[config.mk]
export PLATFORM = sky130hd
export DESIGN_NAME = bq_filter
export DESIGN_NICKNAME = d
export VERILOG_FILES = /design/src/rtl/bq_pkg.sv /design/src/rtl/bq_coef_trim.sv /design/src/rtl/bq_mac.sv /design/src/rtl/bq_fmt.sv /design/src/rtl/bq_filter.sv
export SDC_FILE = /design/constraint.sdc
export NUM_CORES = 1
export LEC_CHECK = 0
export ABC_AREA = 0
export BUFFER_PORTS_ARGS = -buffer_cell sky130_fd_sc_hd__buf_2
export CAP_MARGIN = 15
export CORE_MARGIN = 4
export CORE_UTILIZATION = 60
export DETAILED_ROUTE_END_ITERATION = 8
export PLACE_DENSITY = 0.79
export REMOVE_ABC_BUFFERS = 1
export SLEW_MARGIN = 20
export SYNTH_ARGS = -nofsm -noshare
export SYNTH_HDL_FRONTEND = slang
export SYNTH_SLANG_ARGS = --single-unit
export TNS_END_PERCENT = 10
[constraint.sdc]
create_clock -name clk -period 9.9 [get_ports clk]
set_input_delay 0.495 -clock clk [delete_from_list [all_inputs] [get_ports clk]]
set_output_delay 0.495 -clock clk [all_outputs]
set_load 0.005 [all_outputs]
[src/rtl/bq_pkg.sv]
package bq_pkg;

    // Width of every coefficient input as delivered by the register bank
    localparam int COEF_IN_W = 16;

    // Number of weighted terms in the sum
    localparam int NTAP = 5;

    // Tap positions; the datapath pairs tap i with coefficient i
    typedef enum logic [2:0] {
        TAP_X0 = 3'd0,
        TAP_X1 = 3'd1,
        TAP_X2 = 3'd2,
        TAP_Y1 = 3'd3,
        TAP_Y2 = 3'd4
    } tap_e;

    // Full-width coefficient set as presented at the ports
    typedef struct packed {
        logic [COEF_IN_W-1:0] ff0;
        logic [COEF_IN_W-1:0] ff1;
        logic [COEF_IN_W-1:0] ff2;
        logic [COEF_IN_W-1:0] fb1;
        logic [COEF_IN_W-1:0] fb2;
    } coef_bank_t;

    // Product width for a sample of width sw and a coefficient of width cw
    function automatic int prod_width(input int sw, input int cw);
        return sw + cw;
    endfunction

    // Accumulator width: five terms need three guard bits
    function automatic int acc_width(input int sw, input int cw);
        return prod_width(sw, cw) + 3;
    endfunction

endpackage

[src/rtl/bq_coef_trim.sv]
module bq_coef_trim
    import bq_pkg::*;
#(
    parameter int COEF_W = 8
) (
    input  coef_bank_t                    bank,
    output logic [NTAP-1:0][COEF_W-1:0]   coef
);

    logic [NTAP-1:0][COEF_IN_W-1:0] full;

    always_comb begin
        full[TAP_X0] = bank.ff0;
        full[TAP_X1] = bank.ff1;
        full[TAP_X2] = bank.ff2;
        full[TAP_Y1] = bank.fb1;
        full[TAP_Y2] = bank.fb2;
    end

    // Keep the most significant COEF_W bits of each weight
    for (genvar i = 0; i < NTAP; i++) begin : g_trim
        assign coef[i] = full[i][COEF_IN_W-1 -: COEF_W];
    end

endmodule

[src/rtl/bq_mac.sv]
module bq_mac
    import bq_pkg::*;
#(
    parameter int SAMPLE_W = 8,
    parameter int COEF_W   = 8,
    localparam int PW      = prod_width(SAMPLE_W, COEF_W),
    localparam int AW      = acc_width(SAMPLE_W, COEF_W)
) (
    input  logic [NTAP-1:0][SAMPLE_W-1:0] taps,
    input  logic [NTAP-1:0][COEF_W-1:0]   coef,
    output logic signed [AW-1:0]          acc
);

    logic signed [PW-1:0] prod [NTAP];

    // Full-precision signed products
    for (genvar i = 0; i < NTAP; i++) begin : g_prod
        assign prod[i] = $signed(taps[i]) * $signed(coef[i]);
    end

    // Sign-extended sum of all terms
    always_comb begin
        acc = '0;
        for (int i = 0; i < NTAP; i++) begin
            acc = acc + {{(AW-PW){prod[i][PW-1]}}, prod[i]};
        end
    end

endmodule

[src/rtl/bq_fmt.sv]
module bq_fmt
    import bq_pkg::*;
#(
    parameter int SAMPLE_W = 8,
    parameter int COEF_W   = 8,
    localparam int AW      = acc_width(SAMPLE_W, COEF_W)
) (
    input  logic signed [AW-1:0]  acc,
    output logic [SAMPLE_W-1:0]   res
);

    localparam logic signed [AW-1:0] HALF  = AW'(1) <<< (COEF_W - 2);
    localparam logic signed [AW-1:0] MAX_V = {{(AW-SAMPLE_W+1){1'b0}}, {(SAMPLE_W-1){1'b1}}};
    localparam logic signed [AW-1:0] MIN_V = {{(AW-SAMPLE_W+1){1'b1}}, {(SAMPLE_W-1){1'b0}}};

    logic signed [AW-1:0] rnd;
    logic signed [AW-1:0] scaled;

    always_comb begin
        rnd    = acc + HALF;
        scaled = rnd >>> (COEF_W - 1);
        if (scaled > MAX_V) begin
            res = MAX_V[SAMPLE_W-1:0];
        end else if (scaled < MIN_V) begin
            res = MIN_V[SAMPLE_W-1:0];
        end else begin
            res = scaled[SAMPLE_W-1:0];
        end
    end

endmodule

[src/rtl/bq_filter.sv]
module bq_filter
    import bq_pkg::*;
#(
    parameter int SAMPLE_W = 8,
    parameter int COEF_W   = 8,   // 2..16
    localparam int AW      = acc_width(SAMPLE_W, COEF_W)
) (
    input  logic                clk,
    input  logic                rst,
    input  logic                smp_vld,
    input  logic [SAMPLE_W-1:0] smp_in,
    input  logic [15:0]         ff0_coef,
    input  logic [15:0]         ff1_coef,
    input  logic [15:0]         ff2_coef,
    input  logic [15:0]         fb1_coef,
    input  logic [15:0]         fb2_coef,
    output logic [SAMPLE_W-1:0] flt_out
);

    coef_bank_t                    bank;
    logic [NTAP-1:0][COEF_W-1:0]   coef;
    logic [NTAP-1:0][SAMPLE_W-1:0] taps;
    logic signed [AW-1:0]          acc;
    logic [SAMPLE_W-1:0]           res;

    logic [SAMPLE_W-1:0] x_d1, x_d2, y_d1, y_d2;

    always_comb begin
        bank.ff0 = ff0_coef;
        bank.ff1 = ff1_coef;
        bank.ff2 = ff2_coef;
        bank.fb1 = fb1_coef;
        bank.fb2 = fb2_coef;
    end

    always_comb begin
        taps[TAP_X0] = smp_in;
        taps[TAP_X1] = x_d1;
        taps[TAP_X2] = x_d2;
        taps[TAP_Y1] = y_d1;
        taps[TAP_Y2] = y_d2;
    end

    bq_coef_trim #(.COEF_W(COEF_W)) u_trim (
        .bank (bank),
        .coef (coef)
    );

    bq_mac #(.SAMPLE_W(SAMPLE_W), .COEF_W(COEF_W)) u_mac (
        .taps (taps),
        .coef (coef),
        .acc  (acc)
    );

    bq_fmt #(.SAMPLE_W(SAMPLE_W), .COEF_W(COEF_W)) u_fmt (
        .acc  (acc),
        .res  (res)
    );

    // Delay lines advance only on strobed cycles
    always_ff @(posedge clk) begin
        if (rst) begin
            x_d1 <= '0;
            x_d2 <= '0;
            y_d1 <= '0;
            y_d2 <= '0;
        end else if (smp_vld) begin
            x_d2 <= x_d1;
            x_d1 <= smp_in;
            y_d2 <= y_d1;
            y_d1 <= res;
        end
    end

    assign flt_out = y_d1;

endmodule

==> impl_metrics.ini <==
[sta]
min_period_ns = 9.15
final_max_slew_viol_count = 0
fmax_mhz = 109
fin_hold_ws_ns = 0.570
relSlewSlack_pct = 36.3
setup_viol = 0
tightest_slew_ns = 0.943
min_period_over_period_pct = 92.4
rsz0062_at_grt = no
setup_tns_ns = 0
skew_ns = 0.00629
worst_slack_ns = 0.750
final_hold_viol_count = 0

[global_route]
grt_max_degree = 28
grt_pass1_wl_um = 56300
antenna_found_initial = 0
first_global_vias = 12000
grt.overflow.total = 0
grt_use_total_pct = 23.9

[synth]
ys_seq_area_share_pct = 4.07
post-synth-top-area-cell = fa_1
synth_area_per_cell_um2 = 9.23
yosysWarningCount = 0
yosys_register_bits = 32
synth_cell_types = 59
synth_area_leaders = fa_1 44%, ha_1 14%, inv_1 9.8%, and2_1 7.3%, dfxtp_1 4.1%
synth_top_area_share_pct = 43.5
synth_edf_count = 0
synth_cells = 1704
syn-cell-area_um2 = 15700
async_flop_share_pct = 0
dominantRegCellSynth = dfxtp_1

[route]
drt_iter0_drc = 599
wl_um = 32200
detail-route-antenna-nets = 0
vias = 11100
via_per_inst = 5.39
drt_first_pass_iters = 5
post-route-drc-count = 0
routedWlPerCell_um = 15.6

[clock_tree]
clock_latency_ns = 0.30
holdBufCountCts = 0
post_cts_resized = 0
cts_buffer_depth = 2
cts_tree = yes
clkTransAtPathRegs_ns = 0.06
h-tree-depth = 2
cts_setup_buffers = 0
clock-sinks = 32
cts_buffers = 5
root_buffer = clkbuf_16

[placed_design]
hpwl_um = 28300
port_buffers = 58
pre_cts_slack_ns = 0.774
finalWeightedCongestion = 0.887
placed_area_um2 = 16300

[worst_setup_path]
slowest_stage = dfxtp_1
crit_fanout = 10
slowest_delay_ns = 0.57
path_class = reg2reg
endpoint_kind = flop
crit_path_start_kind = flop
arrival_ns = 9.33
ff2ff_setup_slack_ns = 0.75
required_ns = 10.08
cp_common_cell = fa_1

[floorplanning]
die_w_um = 170
start_util_pct = 61.7
design.die.area_um2 = 28900
num_rows = 58
fp.dieH_um = 170
core_um2 = 25500
ios = 99

[final_layout]
area_delta_synth_final_pct = 4.40
fillers = 2057
seq_area_um2 = 641
multi_input_area_um2 = 13300
drive_gt1_share_pct = 4.91
final_area_um2 = 16400
mostFrequentLayoutCells = 412 x inv_1, 342 x fa_1, 184 x and2_1
mostFrequentLayoutCell = inv_1
nets = 2334

[status]
status = finished, final reports clean

[hold_path]
hp-class = in2reg

[flow_run]
cap_violations = 0
[synthesized netlist by cell type, types with 24 or more instances]
cell      instances
and2_1          184
clkbuf_1         31
dfxtp_1          32
fa_1            342
ha_1            171
inv_1           412
mux2i_1          26
nand2_1         118
nand2b_1         28
nor2_1           59
xnor2_1          60
xor2_1           24
[path summary, 6_finish.rpt]
kind                        startpoint                      end  cells after the start
setup / recovery  x_d1[7]$_SDFFE_PP0P_  flt_out[2]$_SDFFE_PP0P_                     31
hold / removal               smp_in[7]     x_d1[7]$_SDFFE_PP0P_                      3
setup reg to reg  x_d1[7]$_SDFFE_PP0P_  flt_out[2]$_SDFFE_PP0P_                     31
hold reg to reg   y_d2[7]$_SDFFE_PP0P_     y_d2[7]$_SDFFE_PP0P_                      2
[cells by family after synthesis]
kind of cell	after synthesis	synth area share [%]
adders and majority gates	513	57.1
DFF	32	4.07
AOI/OAI and AO/OA	127	5.64
buffers and inverters	455	11.1
muxes	26	1.65
and+or+nand+nor	466	15.6
xor gates and xnor gates	85	4.78
[area by class of cell]
| cell class | instances | area share, % |
|---|---|---|
| Timing Repair Buffer | 61 | 1.91 |
| Inverter | 413 | 9.44 |
| Tap cell | 330 | 2.51 |
| Clock inverter | 2 | 0.0914 |
| Sequential cell | 32 | 3.90 |
| Antenna cell | 1 | 0.0152 |
| Clock buffer | 6 | 0.846 |
| Multi-Input combinational cell | 1217 | 81.3 |
[worst max-delay path, delay by kind of cell, from the launching register on]
family	cells	cell delay, ns
adders and majority gates	11	4.98
and+or+nand+nor	5	0.88
AOI/OAI and AO/OA	9	2.03
xor gates and xnor gates	1	0.11
buffers and inverters	5	0.43
DFF	1	0.57
[flip-flops by register name (all words and copies together) (netlist names)]
name / flops
x_d1: 8
x_d2: 8
flt_out: 8
y_d2: 8
[stage by stage]
step,std cells,util (%)
2_1_floorplan,1662,-
3_3_place_gp,2053,63.8
3_5_place_dp,2053,63.8
4_1_cts,2061,64.4
5_1_grt,2061,64.4
6_report,2062,64.5
[metal layers]
| metal | up-vias | part of all wire [%] | GRT usage, % |
|---|---|---|---|
| met2 | 239 | 51 | 42.7 |
| met3 | 53 | 4.0 | 1.88 |
| li1 | 5195 | - | - |
| met4 | 0 | 2.7 | 7.05 |
| met5 | - | 0 | 0 |
| met1 | 5629 | 42 | 31.4 |
Power is left out: the tool's default activity adds up to more than one toggle a clock period on the data nets, which glitch-free logic cannot reach.
